<file path="src/rtl/sup_pkg.sv">
package sup_pkg;
  typedef enum logic [1:0] {
    WD_SHORT = 2'd0,
    WD_LONG  = 2'd1,
    WD_EXT   = 2'd2
  } wd_sel_e;

  function automatic wd_sel_e pick_sel(input logic ext, input logic lng);
    if (ext)      return WD_EXT;
    else if (lng) return WD_LONG;
    else          return WD_SHORT;
  endfunction
endpackage

</file>
<file path="src/rtl/sup_tick_gen.sv">
module sup_tick_gen #(
  parameter int DIV = 4
) (
  input  logic clk,
  input  logic rst_n,
  output logic tick
);
  localparam int W = (DIV > 1) ? $clog2(DIV) : 1;
  localparam logic [W-1:0] LAST = W'(DIV - 1);

  logic [W-1:0] cnt;

  always_ff @(posedge clk) begin
    if (!rst_n)           cnt <= '0;
    else if (cnt == LAST) cnt <= '0;
    else                  cnt <= cnt + 1'b1;
  end

  assign tick = (cnt == LAST);
endmodule

</file>
<file path="src/rtl/sup_sync2.sv">
module sup_sync2 #(
  parameter bit INIT = 1'b0
) (
  input  logic clk,
  input  logic rst_n,
  input  logic d,
  output logic q
);
  logic s1;

  always_ff @(posedge clk) begin
    if (!rst_n) begin
      s1 <= INIT;
      q  <= INIT;
    end else begin
      s1 <= d;
      q  <= s1;
    end
  end
endmodule

</file>
<file path="src/rtl/sup_wdog.sv">
module sup_wdog
  import sup_pkg::*;
#(
  parameter int SHORT_TICKS = 6,
  parameter int LONG_TICKS  = 16,
  parameter int EXT_TICKS   = 40
) (
  input  logic    clk,
  input  logic    rst_n,
  input  logic    tick,
  input  logic    strobe_s,
  input  logic    wd_en,
  input  wd_sel_e sel,
  input  logic    hold,
  output logic    fire
);
  localparam int M1 = (SHORT_TICKS > LONG_TICKS) ? SHORT_TICKS : LONG_TICKS;
  localparam int MX = (M1 > EXT_TICKS) ? M1 : EXT_TICKS;
  localparam int CW = $clog2(MX + 1);

  logic [CW-1:0] cnt;
  logic [CW-1:0] last;
  logic          strobe_q;
  wd_sel_e       sel_q;
  logic          edge_seen;
  logic          clear;

  always_comb begin
    unique case (sel)
      WD_LONG: last = CW'(LONG_TICKS - 1);
      WD_EXT:  last = CW'(EXT_TICKS - 1);
      default: last = CW'(SHORT_TICKS - 1);
    endcase
  end

  assign edge_seen = strobe_s ^ strobe_q;
  assign clear     = hold | ~wd_en | edge_seen | (sel != sel_q) | fire;

  always_ff @(posedge clk) begin
    if (!rst_n) begin
      cnt      <= '0;
      strobe_q <= 1'b0;
      sel_q    <= WD_SHORT;
      fire     <= 1'b0;
    end else begin
      strobe_q <= strobe_s;
      sel_q    <= sel;
      fire     <= 1'b0;
      if (clear) begin
        cnt <= '0;
      end else if (tick) begin
        if (cnt == last) begin
          cnt  <= '0;
          fire <= 1'b1;
        end else begin
          cnt <= cnt + 1'b1;
        end
      end
    end
  end

  // a fire pulse only follows a cycle with the watchdog enabled
  p_fire_needs_enable_r7: assert property (@(posedge clk) disable iff (!rst_n)
    fire |-> $past(wd_en));
  // no fire may follow a cycle in which reset was active
  p_no_fire_in_hold_r12: assert property (@(posedge clk) disable iff (!rst_n)
    hold |=> !fire);
  // a strobe edge blocks a fire on the next edge
  p_edge_blocks_fire_r4: assert property (@(posedge clk) disable iff (!rst_n)
    edge_seen |=> !fire);
endmodule

</file>
<file path="src/rtl/sup_stretch.sv">
module sup_stretch #(
  parameter int STD_TICKS  = 8,
  parameter int LONG_TICKS = 20
) (
  input  logic clk,
  input  logic rst_n,
  input  logic tick,
  input  logic supply_ok_s,
  input  logic wd_fire,
  input  logic long_sel,
  output logic act
);
  localparam int MX = (STD_TICKS > LONG_TICKS) ? STD_TICKS : LONG_TICKS;
  localparam int SW = $clog2(MX + 1);

  logic [SW-1:0] cnt;
  logic [SW-1:0] last;

  assign last = long_sel ? SW'(LONG_TICKS - 1) : SW'(STD_TICKS - 1);

  always_ff @(posedge clk) begin
    if (!rst_n) begin
      act <= 1'b1;
      cnt <= '0;
    end else if (!supply_ok_s || wd_fire) begin
      act <= 1'b1;
      cnt <= '0;
    end else if (act && tick) begin
      if (cnt == last) begin
        act <= 1'b0;
        cnt <= '0;
      end else begin
        cnt <= cnt + 1'b1;
      end
    end
  end

  // a low synchronised supply flag forces reset on the next edge
  p_supply_low_holds_r1: assert property (@(posedge clk) disable iff (!rst_n)
    !supply_ok_s |=> act);
  // a watchdog fire forces reset on the next edge
  p_fire_asserts_r6: assert property (@(posedge clk) disable iff (!rst_n)
    wd_fire |=> act);
  // release only happens on a tick with the supply good
  p_release_on_tick_r2: assert property (@(posedge clk) disable iff (!rst_n)
    $fell(act) |-> ($past(tick) && $past(supply_ok_s)));
endmodule

</file>
<file path="src/rtl/sup_reset_ctrl.sv">
module sup_reset_ctrl
  import sup_pkg::*;
#(
  parameter int TICK_DIV       = 4,
  parameter int RST_STD_TICKS  = 8,
  parameter int RST_LONG_TICKS = 20,
  parameter int WD_SHORT_TICKS = 6,
  parameter int WD_LONG_TICKS  = 16,
  parameter int WD_EXT_TICKS   = 40
) (
  input  logic clk,
  input  logic rst_n,
  input  logic supply_ok,
  input  logic rst_hold_long,
  input  logic wd_enable,
  input  logic wd_strobe,
  input  logic wd_src_ext,
  input  logic wd_period_long,
  output logic sys_rst_n
);
  logic    tick;
  logic    supply_s;
  logic    strobe_s;
  logic    wd_fire;
  logic    rst_act;
  wd_sel_e sel;

  assign sel = pick_sel(wd_src_ext, wd_period_long);

  sup_tick_gen #(.DIV(TICK_DIV)) u_tick (
    .clk(clk), .rst_n(rst_n), .tick(tick)
  );

  sup_sync2 #(.INIT(1'b0)) u_sync_supply (
    .clk(clk), .rst_n(rst_n), .d(supply_ok), .q(supply_s)
  );

  sup_sync2 #(.INIT(1'b0)) u_sync_strobe (
    .clk(clk), .rst_n(rst_n), .d(wd_strobe), .q(strobe_s)
  );

  sup_wdog #(
    .SHORT_TICKS(WD_SHORT_TICKS),
    .LONG_TICKS (WD_LONG_TICKS),
    .EXT_TICKS  (WD_EXT_TICKS)
  ) u_wdog (
    .clk(clk), .rst_n(rst_n), .tick(tick), .strobe_s(strobe_s),
    .wd_en(wd_enable), .sel(sel), .hold(rst_act), .fire(wd_fire)
  );

  sup_stretch #(
    .STD_TICKS (RST_STD_TICKS),
    .LONG_TICKS(RST_LONG_TICKS)
  ) u_stretch (
    .clk(clk), .rst_n(rst_n), .tick(tick), .supply_ok_s(supply_s),
    .wd_fire(wd_fire), .long_sel(rst_hold_long), .act(rst_act)
  );

  assign sys_rst_n = ~rst_act;

  // system reset asserts the output on the next edge
  p_sysrst_asserts_r11: assert property (@(posedge clk)
    !rst_n |=> !sys_rst_n);
endmodule

</file>
<file path="config.mk">
export PLATFORM = sky130hd
export DESIGN_NAME = sup_reset_ctrl
export DESIGN_NICKNAME = d
export VERILOG_FILES = /design/src/rtl/sup_pkg.sv /design/src/rtl/sup_tick_gen.sv /design/src/rtl/sup_sync2.sv /design/src/rtl/sup_wdog.sv /design/src/rtl/sup_stretch.sv /design/src/rtl/sup_reset_ctrl.sv
export SDC_FILE = /design/constraint.sdc
export NUM_CORES = 1
export LEC_CHECK = 0
export ABC_CLOCK_PERIOD_IN_PS = 2100
export BUFFER_PORTS_ARGS = -buffer_cell sky130_fd_sc_hd__buf_2
export CORE_MARGIN = 1
export CORE_UTILIZATION = 56
export CTS_CLUSTER_SIZE = 10
export DETAILED_ROUTE_END_ITERATION = 8
export PLACE_DENSITY = 0.78
export SETUP_SLACK_MARGIN = 0.02
export SLEW_MARGIN = 20
export SYNTH_ARGS = -nofsm -noshare
export SYNTH_HDL_FRONTEND = slang
export SYNTH_HIERARCHICAL = 1
export SYNTH_SLANG_ARGS = --single-unit
</file>
<file path="constraint.sdc">
create_clock -name clk -period 2.1 [get_ports clk]
set_clock_uncertainty 0.15 [all_clocks]
set_input_delay 0.42 -clock clk [delete_from_list [all_inputs] [get_ports clk]]
set_output_delay 0.42 -clock clk [all_outputs]
set_load 0.005 [all_outputs]
</file>
Word level (Yosys, flattened, before mapping)
Index checks and enable logic that the tools add are counted.
W data, S select, Z words.
{ "classes": {"mul": 0, "bitwise": 9, "reduce_logical": 8, "n_eq_ne": 6, "shift": 0, "order_cmp": 0, "n_addsub": 3, "div_mod_pow": 0, "mux": 7} }
{ "ops": {"columns": ["op", "count"], "rows": [
  ["$pmux W6 S2", 1],
  ["$mux W5", 2],
  ["$add A6 B1 Y6 const B", 1],
  ["$eq A6 B6 Y1", 1],
  ["$mux W6", 1],
  ["$reduce_or A2 Y1", 3],
  ["$add A5 B1 Y5 const B", 1],
  ["$eq A5 B5 Y1", 1],
  ["$eq A2 B2 Y1 const B", 2],
  ["$not A1 Y1", 4],
  ["$or A1 B1 Y1", 4],
  ["$reduce_or A3 Y1", 1],
  ["$add A2 B1 Y2 const B", 1],
  ["$eq A2 B1 Y1 const B", 1],
  ["$mux W1", 2],
  ["$mux W2", 1],
  ["$ne A2 B2 Y1", 1],
  ["$reduce_and A2 Y1", 1],
  ["$logic_and A1 B1 Y1", 1],
  ["$logic_not A1 Y1", 1],
  ["$logic_or A1 B1 Y1", 1],
  ["$xor A1 B1 Y1", 1]
]} }
{ "word_totals": {"elab_cells": 44, "ram_bits": 0, "inputBits": 8, "mem_bits_ro": 0, "latch_bits": 0, "register_bits": 22, "out_inout_bits": 1, "n_memories": 0} }

Logic depth before layout (Yosys ltp)
Gate-level depths: netlist of the first run.
{ "depth": {"word_depth": 6, "ltp_mapped": 6} }

Hierarchy
Netlist of the first run, hierarchy kept.
{ "by_module_without_submodules": {"columns": ["module", "instances", "seq_area_each_um2", "cells_per_inst", "area_per_inst_um2"], "rows": [
  ["sup_wdog", 1, 200.2, 48, 515.5],
  ["sup_stretch", 1, 120.1, 33, 309.0],
  ["sup_sync2", 2, 40.0, 4, 52.6],
  ["sup_tick_gen", 1, 40.0, 5, 73.8],
  ["sup_reset_ctrl", 1, 0.0, 2, 17.5]
]} }

Worst setup path after synthesis of the first run
Ideal clock, no wire load.
{ "synth_timing": {"path_type": "input port to flip-flop", "start": "in wd_period_long", "end": "reg u_wdog.cnt[0]", "setup_time_ns": 0.134, "slack_ns": 0.373, "arrival_ns": 1.443, "stages": 6, "cell_sequence": "nor2b_4 > inv_1 > ha_1 > xor2_1 > nor4_4 > nor3_1"} }
{ "synth_between": {"elab_chain_cells": 6, "elab_cells_between_ends": 11, "cone_classes": "4 x eq/ne; 4 x mux; 2 x bitwise; 1 x reduce/logical"} }
{ "synth_lines": {"columns": ["item", "line_no", "source"], "rows": [
  ["start, declared", "sup_reset_ctrl.sv:18", "input logic wd_period_long,"],
  ["$mux W1 *", "sup_pkg.sv:10", "else if (lng) return WD_LONG;"],
  ["$mux W2 *", "sup_pkg.sv:9", "if (ext) return WD_EXT;"],
  ["$eq A2 B2 Y1 (tied with other cells)", "sup_wdog.sv:29", "unique case (sel)"],
  ["$pmux W6 S2 / $or A1 B1 Y1 (equally long branches)", "sup_wdog.sv:29, sup_wdog.sv:37", null],
  ["$eq A6 B6 Y1 / $or A1 B1 Y1 (equally long branches)", "sup_wdog.sv:52, sup_wdog.sv:37", null],
  ["$mux W6 / $reduce_or A2 Y1 (equally long branches)", null, null],
  ["end signal, assigned", "sup_wdog.sv:56", "cnt <= cnt + 1'b1;"],
  ["end, declared", "sup_wdog.sv:21", "logic [CW-1:0] cnt;"]
]} }
Mark *: on every way between the ends. The rest lies on a longest branch, timed or not.
A chain may end at the register's enable or synchronous reset.

Worst setup path in the final report of the first run
{ "layout_timing": {"start": "reg u_tick.cnt[0]", "end": "reg u_wdog.cnt[2]"} }
{ "layout_between": {"elab_chain_cells": 1} }
{ "layout_lines": {"columns": ["item", "line_no", "source"], "rows": [
  ["start, declared", "sup_tick_gen.sv:11", "logic [W-1:0] cnt;"],
  ["start signal, assigned", "sup_tick_gen.sv:16", "else cnt <= cnt + 1'b1;"],
  ["$eq A2 B2 Y1", "sup_tick_gen.sv:19", "assign tick = (cnt == LAST);"],
  ["net tick", "sup_reset_ctrl.sv:21", "logic tick;"]
]} }
The timed path passes the listed nets, and every way through them passes these cells.

==> run_results.csv, run 1 <==
group,metric,value,unit
run_status,outcome,"complete, no violations",
sta,grt_setup_unrepaired,"false",
setup_path,max_stage_delay,500,ps
setup_path,reg2reg_to,"u_wdog/cnt[2]$_SDFFE_PP0P_",
setup_path,path_cells,"ha_1 -> nand4b_1 -> nor4_4 -> nor3_1",
setup_path,slowest_stage,"nor4_4",
flow_run,drv_cap,0,
sta,clock.fmax,581,MHz
cts,cts.sinks,22,
sta,slew_viol_final,0,
setup_path,worst_r2r_startpoint,"u_tick/cnt[0]$_SDFF_PP0_",
layout,post-route-util,64.3,%
layout,n_antenna_cell,0,
placement,placed_cell_area,0.00109,sq mm
synthesis,synthesis.area,0.00102,sq mm
layout,drive_gt1_share,19.6,%
cts,cts-root-buf,"clkbuf_4",
setup_path,required,2130,ps
global_route,grt_max_degree,12,
sta,max-slew-margin-rel,72.5,%
floorplan,ios,9,
power,p_sw,0.150,mW
synthesis,yosys-top-cells-area,"dfxtp_1 (43%), ha_1 (6.1%), xnor2_1 (5.1%)",
power,share_comb_of_total_power,7.9,%
floorplan,die_area,0.00200,sq mm
cts,clk_pin_slew,110,ps
layout,areaGrowthSynthToFinish,8.82,%
synthesis,synth_top_area_share,43.1,%
synthesis,synth.distinct_cells,33,
routing,drt-total-wl,1.61,mm
cts,cts_buffers,3,
synthesis,synth_fp_nets,109,
floorplan,coreArea,0.00173,sq mm
power,power_frac_seq,64.5,%
power,power.total,0.671,mW
setup_path,critPathBufInv,0,
synthesis,ys.warnings.count,6,
placement,gp_congestion,0.749,
power,ir_drop,0.513,mV
sta,fin_setup_tns,0,ps
layout,num-fill-cells,141,
min_path,min_path_cells,2,
global_route,grt_overflow,0,
placement,dp_hpwl,1.21,mm
synthesis,seq_area_frac_synth,43.1,%
floorplan,start_util,59.1,%
power,internal_power,0.521,mW
sta,finalSetupViolCount,0,
cts,max-clock-path-buffers,2,
setup_path,ff2ff_path_depth,4,
sta,min_period,1720,ps
min_path,hold_path_class,"in -> reg",
sta,tightest_slew,410,ps
placement,post-place-ws,100,ps
sta,hold_viol,0,
layout,finalNetCount,122,
global_route,track_usage,19.6,%
placement,dp.cells,129,
setup_path,cp.depth,4,
layout,design_area,0.00111,sq mm
power,pwr-share-clk,27.6,%
routing,wl_per_cell,12.2,microns
synthesis,synth_edf_count,0,
routing,first_pass_iters,4,
floorplan,die_w,44.7,microns
global_route,antenna_found_initial,0,
synthesis,synthCells,96,
setup_path,arrival,1750,ps
floorplan,num_rows,15,
power,p_leak,0.452,nW
routing,vias_per_cell,5.20,
min_path,min_to,"u_sync_strobe/s1$_SDFF_PN0_",
cts,cts_max_level,1,
power,switching_share,22.4,%
global_route,grt_pass1_wl,2.86,mm
synthesis,async_flop_share,0,%
setup_path,cp-end-kind,"register",
sta,postLayoutSetupSlackWorst,379,ps
setup_path,path_class,"reg -> reg",
routing,dr_total_vias,686,
setup_path,crit_family,"simple AND/OR/NAND/NOR gates",
synthesis,avgSynthCellArea,10.6,sq um
layout,fin_cells,132,
global_route,grt_pass1_vias,665,
setup_path,crit_path_max_fanout,6,
cts,post_cts_buffers,0,
synthesis,synth_flop_cell,"dfxtp_1",
sta,post-route-period-util,81.9,%
floorplan,die-height,44.7,microns
placement,portBuffers,8,
min_path,holdCritStartpoint,"wd_strobe",
cts,cts_resized,0,
cts,clock_latency,290,ps
cts,cts_tree,"yes",
routing,drc,0,
routing,ant_nets,0,
setup_path,worstSetupStartpointType,"register",
cts,cts_hold_buf,0,
setup_path,reg2reg_slack,380,ps
sta,hold_ws,172,ps
power,powerDensity,604,mW/mm^2
synthesis,synth-seq-cells,22,
routing,drt_iter0_markers,6,
synthesis,synth.largest_area_cell,"dfxtp_1",
[area by class of cell]
class                   instances  area (sq um)  share of cell area [%]
multi-input cells              67           547                    49.2
clock buffers                   3          22.5                    2.03
well taps                      25          31.3                    2.82
flip-flops and latches         22           440                    39.6
inverters                       6          22.5                    2.03
repair buffers                  9          47.5                    4.28
[kinds of logic (layout without fill, tap and decap cells)]
family                   after synthesis  in the layout  share of synthesized area (%)
AO/OA/AOI/OAI                          9              9                           7.11
XOR/XNOR                              12             12                           10.3
adder cells (fa/ha/maj)                5              5                           6.13
buffers and inverters                  7             18                           3.31
flip-flops                            22             22                           43.1
multiplexers                           3              3                           2.94
AND/OR/NAND/NOR                       38             38                           27.1
[flip-flops by register name (all words and copies together), names as in the netlist]
register          flops
u_sync_supply/s1      1
u_sync_strobe/s1      1
u_wdog/sel_q          2
u_wdog/strobe_q       1
u_sync_supply/q       1
u_tick/cnt            2
u_wdog/cnt            6
u_stretch/act         1
u_wdog/fire           1
u_stretch/cnt         5
u_sync_strobe/q       1
[cells in the final DEF (no fill, tap or decap), drive strengths merged, types with 2 or more instances in the layout]
| cell | n |
|---|---|
| o21ai | 2 |
| dfxtp | 22 |
| inv | 6 |
| xor2 | 6 |
| buf | 9 |
| nand2 | 4 |
| ha | 5 |
| mux2i | 3 |
| nor3 | 8 |
| a211oi | 3 |
| nand3b | 2 |
| clkbuf | 3 |
| nand4 | 4 |
| xnor2 | 6 |
| and2 | 7 |
[per-layer routing]
layer | vias to the layer above | global-route usage (%) | wire length [microns]
li1 | 359 | - | -
met5 | - | 0 | 0
met2 | 6 | 31.5 | 747
met4 | 0 | 9.09 | 13
met1 | 319 | 25.8 | 821
met3 | 2 | 3.20 | 31
[worst reg2reg max path: stages (launching register included)]
cell and delay, ps:
dfxtp_1 370, ha_1 240, nand4b_1 230, nor4_4 500
nor3_1 120
[power by group through the flow]
| stage | Clock [mW] | Sequential, mW | Combinational [mW] |
|---|---|---|---|
| after floorplan | 0 | 0.441 | 0.0390 |
| after global placement | 0 | 0.442 | 0.0513 |
| after detailed placement | 0 | 0.443 | 0.0534 |
| after CTS | 0.192 | 0.433 | 0.0538 |
| after global routing | 0.205 | 0.435 | 0.0602 |
| final | 0.185 | 0.433 | 0.0532 |
[cells in the mapped netlist, types with 2 or more instances]
master    number
a211oi_2       2
and2_1         7
dfxtp_1       22
ha_1           5
inv_1          6
mux2i_1        3
nand2_1        4
nand3b_1       2
nand4_1        2
nand4_2        2
nor3_1         8
o21ai_0        2
xnor2_1        6
xor2_1         6
[how the worst max path moves through the flow]
stage,endpoint,startpoint,slack (ps)
2_1_floorplan,u_wdog/cnt[0]$_SDFFE_PP0P_,wd_period_long,370
3_3_place_gp,u_wdog/cnt[1]$_SDFFE_PP0P_,wd_src_ext,170
3_5_place_dp,u_wdog/cnt[2]$_SDFFE_PP0P_,wd_src_ext,100
4_1_cts,u_wdog/cnt[2]$_SDFFE_PP0P_,u_tick/cnt[0]$_SDFF_PP0_,370
5_1_grt,u_wdog/cnt[2]$_SDFFE_PP0P_,u_tick/cnt[0]$_SDFF_PP0_,240
6_report,u_wdog/cnt[2]$_SDFFE_PP0P_,u_tick/cnt[0]$_SDFF_PP0_,380
No activity file was read; power rests on OpenSTA's default activity.
==> run 2, diff against run 1 <==
ABC_CLOCK_PERIOD_IN_PS = 1580   (was 2100)
CORE_UTILIZATION = 51   (was 56)
PLACE_DENSITY = 0.75   (was 0.78)
clock period = 1.58 ns   (was 2.1 ns; I/O delays follow)
==> run_results.csv, run 2 (synthesis results as in run 1) <==
group,metric,value,unit
global_route,grt_pass1_wl,2.74,mm
setup_path,arrival,1560,ps
setup_path,ff2ff_path_depth,4,
sta,max-slew-margin-rel,78.0,%
cts,clk_pin_slew,110,ps
global_route,track_usage,17.9,%
cts,cts-root-buf,"clkbuf_4",
layout,reg_top3,"u_wdog/cnt (6), u_stretch/cnt (5)",
floorplan,ios,9,
power,p_leak,0.511,nW
sta,min_period,1480,ps
layout,regMostFlops,"u_wdog/cnt",
floorplan,num_rows,15,
cts,cts.sinks,22,
floorplan,start_util,56.7,%
layout,finalNetCount,132,
cts,clock_latency,290,ps
setup_path,worstSetupStartpointType,"register",
floorplan,die-height,46.7,microns
placement,portBuffers,8,
sta,hold_viol,0,
global_route,antenna_found_initial,0,
sta,slew_viol_final,0,
routing,dr_total_vias,733,
min_path,min_path_cells,2,
setup_path,path_class,"reg -> reg",
cts,max-clock-path-buffers,2,
floorplan,die_area,0.00218,sq mm
sta,post-route-period-util,93.7,%
routing,vias_per_cell,5.16,
placement,dp_hpwl,1.34,mm
power,p_sw,0.206,mW
layout,largest_reg_flops,6,
power,ir_drop,0.599,mV
routing,wl_met3,20,microns
flow_run,drv_cap,0,
routing,top_layer_used,"met4",
cts,cts_tree,"yes",
floorplan,die_w,46.7,microns
sta,clock.fmax,675,MHz
power,share_comb_of_total_power,10.7,%
routing,wl_met2,825,microns
routing,drt_iter0_markers,6,
layout,layout_commonest_cell,"dfxtp_1",
sta,finalSetupViolCount,0,
routing,ant_nets,0,
layout,areaGrowthSynthToFinish,20.7,%
floorplan,coreArea,0.00180,sq mm
cts,cts_buffers,3,
min_path,hold_path_class,"in -> reg",
global_route,grt_pass1_vias,664,
placement,gp_congestion,0.825,
setup_path,required,1650,ps
power,power_frac_seq,62.9,%
run_status,outcome,"complete, no violations",
layout,drive_gt1_share,30.8,%
sta,postLayoutSetupSlackWorst,99.5,ps
layout,num-fill-cells,156,
routing,drc,0,
layout,final_cell_mix,"dfxtp_1 (21), buf_4 (10), buf_2 (8), nor3_1 (8), and2_1 (7)",
sta,grt_setup_unrepaired,"false",
routing,drt-total-wl,1.70,mm
sta,tightest_slew,330,ps
power,pwr-share-clk,26.4,%
routing,first_pass_iters,4,
sta,hold_ws,73.8,ps
routing,wl_met1,832,microns
setup_path,cp-end-kind,"register",
cts,cts_max_level,1,
setup_path,crit_path_max_fanout,7,
power,switching_share,22.4,%
global_route,grt_max_degree,12,
layout,n_antenna_cell,0,
power,powerDensity,747,mW/mm^2
placement,post-place-ws,-227,ps
routing,wl_per_cell,12.0,microns
global_route,grt_overflow,0,
power,internal_power,0.715,mW
run 2: metrics by stage:
stage          total power, mW  cells  util [%]  instance area (sq um)  TNS [ps]
6_report                 0.921    142      68.4                   1230         0
5_1_grt                  0.953    142      68.4                   1230         0
4_1_cts                  0.926    141      67.9                   1220         0
3_5_place_dp             0.686    138      66.1                   1190     -1390
3_3_place_gp             0.680    138      66.1                   1190     -1060
2_1_floorplan            0.645     96         -                   1040      -174
run 2: power by group through the flow:
stage	sequential (mW)	clock [mW]	combinational, mW
2_1_floorplan	0.587	0	0.0581
3_3_place_gp	0.587	0	0.0928
3_5_place_dp	0.588	0	0.0972
4_1_cts	0.579	0.247	0.100
5_1_grt	0.581	0.263	0.109
6_report	0.579	0.243	0.0989
run 2: what timing repair did:
| action | CTS | global route |
|---|---|---|
| pin swaps | 0 | 0 |
| endpoints found under the hold margin | 0 | 0 |
| setup buffers | 0 | 1 |
| resized for setup | 1 | 1 |
| endpoints found under the setup margin | 5 | 7 |
| cloned | 0 | 0 |
| hold buffers | 0 | 0 |
run 2: area by class of cell:
type / instances / area [sq um] / area share [%]
clock buffer: 3 / 22.5 / 1.83
inverter: 6 / 22.5 / 1.83
multi-input combinational: 67 / 579 / 47.0
sequential: 22 / 442 / 35.8
tap: 25 / 31.3 / 2.54
timing repair buffer: 19 / 135 / 11.0
run 2: critical path, stage by stage (launching register included):
cell	delay (ps)
dfxtp_2	390
ha_4	190
nand4_2	90
or3_1	380
a211oi_2	220
run 2: layer usage:
metal,track usage (%),up-vias
met5,0,-
li1,-,382
met1,22.3,344
met2,30.6,5
met4,8.57,0
met3,2.31,2
run 2: path summary, 6_finish.rpt:
check	startpoint	to	slack [ps]
worst min register to register	u_sync_supply/s1$_SDFF_PN0_	u_sync_supply/q$_SDFF_PN0_	300
worst max-delay path	u_tick/cnt[0]$_SDFF_PP0_	u_wdog/cnt[5]$_SDFFE_PP0P_	100
worst min-delay path	wd_strobe	u_sync_strobe/s1$_SDFF_PN0_	70
worst max register to register	u_tick/cnt[0]$_SDFF_PP0_	u_wdog/cnt[5]$_SDFFE_PP0P_	100
==> run 3, diff against run 2 <==
BUFFER_PORTS_ARGS = -buffer_cell sky130_fd_sc_hd__buf_4   (was -buffer_cell sky130_fd_sc_hd__buf_2)
CORE_UTILIZATION = 49   (was 51)
PLACE_DENSITY = 0.73   (was 0.75)
SYNTH_HIERARCHICAL = default   (was 1)
==> run_results.csv, run 3 <==
group,metric,value,unit
routing,wl_per_cell,11.4,microns
cts,cts-root-buf,"clkbuf_4",
setup_path,crit_path_max_fanout,6,
synthesis,synth_flop_cell,"dfxtp_1",
cts,cts_tree,"yes",
cts,cts.sinks,22,
cts,max-clock-path-buffers,2,
placement,placed_cell_area,0.00109,sq mm
routing,first_pass_iters,4,
sta,grt_setup_unrepaired,"true",
placement,gp_congestion,0.770,
routing,dr_total_vias,685,
global_route,antenna_found_initial,0,
sta,postLayoutSetupSlackWorst,-143,ps
global_route,grt_overflow,0,
power,p_sw,0.196,mW
synthesis,synth.distinct_cells,25,
sta,clock.fmax,580,MHz
power,switching_share,18.4,%
floorplan,die_area,0.00203,sq mm
power,ir_drop,0.593,mV
power,power.total,1.07,mW
power,internal_power,0.871,mW
floorplan,start_util,52.6,%
synthesis,async_flop_share,0,%
cts,cts_max_level,1,
power,power_frac_seq,53.9,%
layout,largest_reg_flops,6,
layout,final_cell_mix,"buf_4 (17), dfxtp_1 (17), nor2_1 (8), xor2_1 (8), and2_1 (6)",
placement,dp_hpwl,1.16,mm
synthesis,synth_edf_count,0,
setup_path,required,1690,ps
synthesis,ys.warnings.count,0,
synthesis,synth-seq-cells,22,
cts,clock_latency,300,ps
synthesis,synthCells,89,
sta,slew_viol_final,0,
sta,tightest_slew,319,ps
synthesis,synth_most_common_cell,"dfxtp_1",
global_route,grt_pass1_wl,2.61,mm
layout,reg_top3,"u_wdog.cnt (6), u_stretch.cnt (5)",
synthesis,yosys-top-cells-area,"dfxtp_1 (48%), xor2_1 (7.7%), and2_1 (4.8%)",
routing,drc,0,
setup_path,cp-end-kind,"register",
sta,max-slew-margin-rel,78.7,%
cts,clk_pin_slew,120,ps
sta,min_period,1720,ps
routing,vias_per_cell,5.11,
layout,regMostFlops,"u_wdog.cnt",
floorplan,die_w,45.1,microns
synthesis,synth_fp_nets,100,
global_route,grt_max_degree,14,
synthesis,seq_area_frac_synth,48.5,%
power,p_leak,0.458,nW
routing,drt-total-wl,1.52,mm
sta,hold_viol,0,
synthesis,synthesis.area,908,sq um
global_route,track_usage,18.1,%
power,powerDensity,918,mW/mm^2
setup_path,arrival,1830,ps
min_path,hold_path_class,"in -> reg",
power,share_comb_of_total_power,7.0,%
synthesis,synth_top_area_share,48.5,%
cts,cts_buffers,3,
layout,n_antenna_cell,0,
floorplan,num_rows,15,
sta,post-route-period-util,109,%
layout,areaGrowthSynthToFinish,28.0,%
layout,post-route-util,67.3,%
run_status,violations,"setup timing",
floorplan,ios,9,
sta,finalSetupViolCount,6,
floorplan,coreArea,0.00173,sq mm
routing,drt_iter0_markers,18,
layout,drive_gt1_share,32.1,%
routing,ant_nets,0,
synthesis,synth.largest_area_cell,"dfxtp_1",
global_route,grt_pass1_vias,645,
layout,num-fill-cells,150,
run_status,outcome,"finished, violations left",
synthesis,synth_common_cells,"dfxtp_1 (22), nor2_1 (8), xor2_1 (8)",
synthesis,avgSynthCellArea,10.2,sq um
layout,finalNetCount,121,
setup_path,worstSetupStartpointType,"register",
layout,design_area,0.00116,sq mm
placement,portBuffers,8,
power,pwr-share-clk,39.1,%
floorplan,die-height,45.1,microns
flow_run,drv_cap,0,
setup_path,path_class,"reg -> reg",
[run 3: cell types whose count changed after synthesis, moves of 3 or more]
cell     change
nor2_1       +7
a211o_1      +3
xnor2_1      -3
inv_1        -4
nor3_1       -3
[run 3: path summary, 6_finish.rpt]
check	start	endpoint	slack, ps	cells past startpoint
worst max-delay path	u_wdog.cnt[1]$_SDFFE_PP0N_	u_wdog.fire$_SDFF_PP0_	-140	4
worst min-delay path	wd_strobe	u_sync_strobe.s1$_SDFF_PN0_	60	2
worst max register to register	u_wdog.cnt[1]$_SDFFE_PP0N_	u_wdog.fire$_SDFF_PP0_	-140	4
worst min register to register	u_tick.cnt[0]$_SDFF_PP0_	u_tick.cnt[0]$_SDFF_PP0_	260	1
[run 3: what timing repair did]
item / in CTS / in global routing
setup buffers: 0 / 0
pin swaps: 6 / 5
hold buffers: 0 / 0
gates resized for setup: 3 / 5
setup endpoints to repair: 12 / 12
[run 3: layout make-up]
cell class	instances	area, sq um	area share [%]
Inverter	2	7.51	0.646
Sequential cell	22	447	38.4
Timing Repair Buffer	18	148	12.7
Clock buffer	3	22.5	1.94
Clock inverter	1	30.0	2.58
Multi-Input combinational cell	63	477	41.0
Tap cell	25	31.3	2.69
[run 3: routing by layer]
| layer | track usage (%) | part of all wire (%) | wire length (microns) | up-vias |
|---|---|---|---|---|
| met5 | 0 | 0 | 0 | - |
| met4 | 9.09 | 1.4 | 22 | 0 |
| met3 | 3.60 | 4.7 | 71 | 2 |
| met2 | 30.7 | 50 | 756 | 18 |
| met1 | 21.7 | 44 | 672 | 316 |
| li1 | - | - | - | 349 |
[run 3: logic make-up (layout without fill, tap and decap cells)]
kind of cell    after synthesis  in the layout  share of synthesized area (%)
simple gates                 41             41                           26.0
compound gates                6              6                           6.89
buf+inv                       4             24                           1.65
xor+xnor                     11             11                           10.6
flops                        22             22                           48.5
fa+ha+maj                     3              3                           4.13
mux                           2              2                           2.20
[run 3: metrics by stage]
| stage | hold WS, ps | TNS, ps | setup WS, ps | cells |
|---|---|---|---|---|
| after global placement | 265 | -1060 | -122 | 130 |
| after floorplan | 253 | -33.5 | -33.5 | 89 |
| after global routing | 53.3 | -1090 | -204 | 134 |
| final | 60.4 | -634 | -143 | 134 |
| after detailed placement | 269 | -1340 | -142 | 130 |
| after CTS | 53.7 | -451 | -99.1 | 134 |
[run 3: worst max-delay path: stages, from the launching register on]
cell and delay (ps):
dfxtp_2 350, or3_4 370, a211o_1 290, a211oi_4 330, and3_1 190
[run 3: power groups by stage]
stage | combinational [mW] | sequential (mW) | clock [mW]
finish | 0.0746 | 0.575 | 0.417
CTS | 0.0735 | 0.575 | 0.427
detailed placement | 0.0724 | 0.587 | 0
global route | 0.0852 | 0.577 | 0.455
floorplan | 0.0368 | 0.586 | 0
global placement | 0.0699 | 0.587 | 0
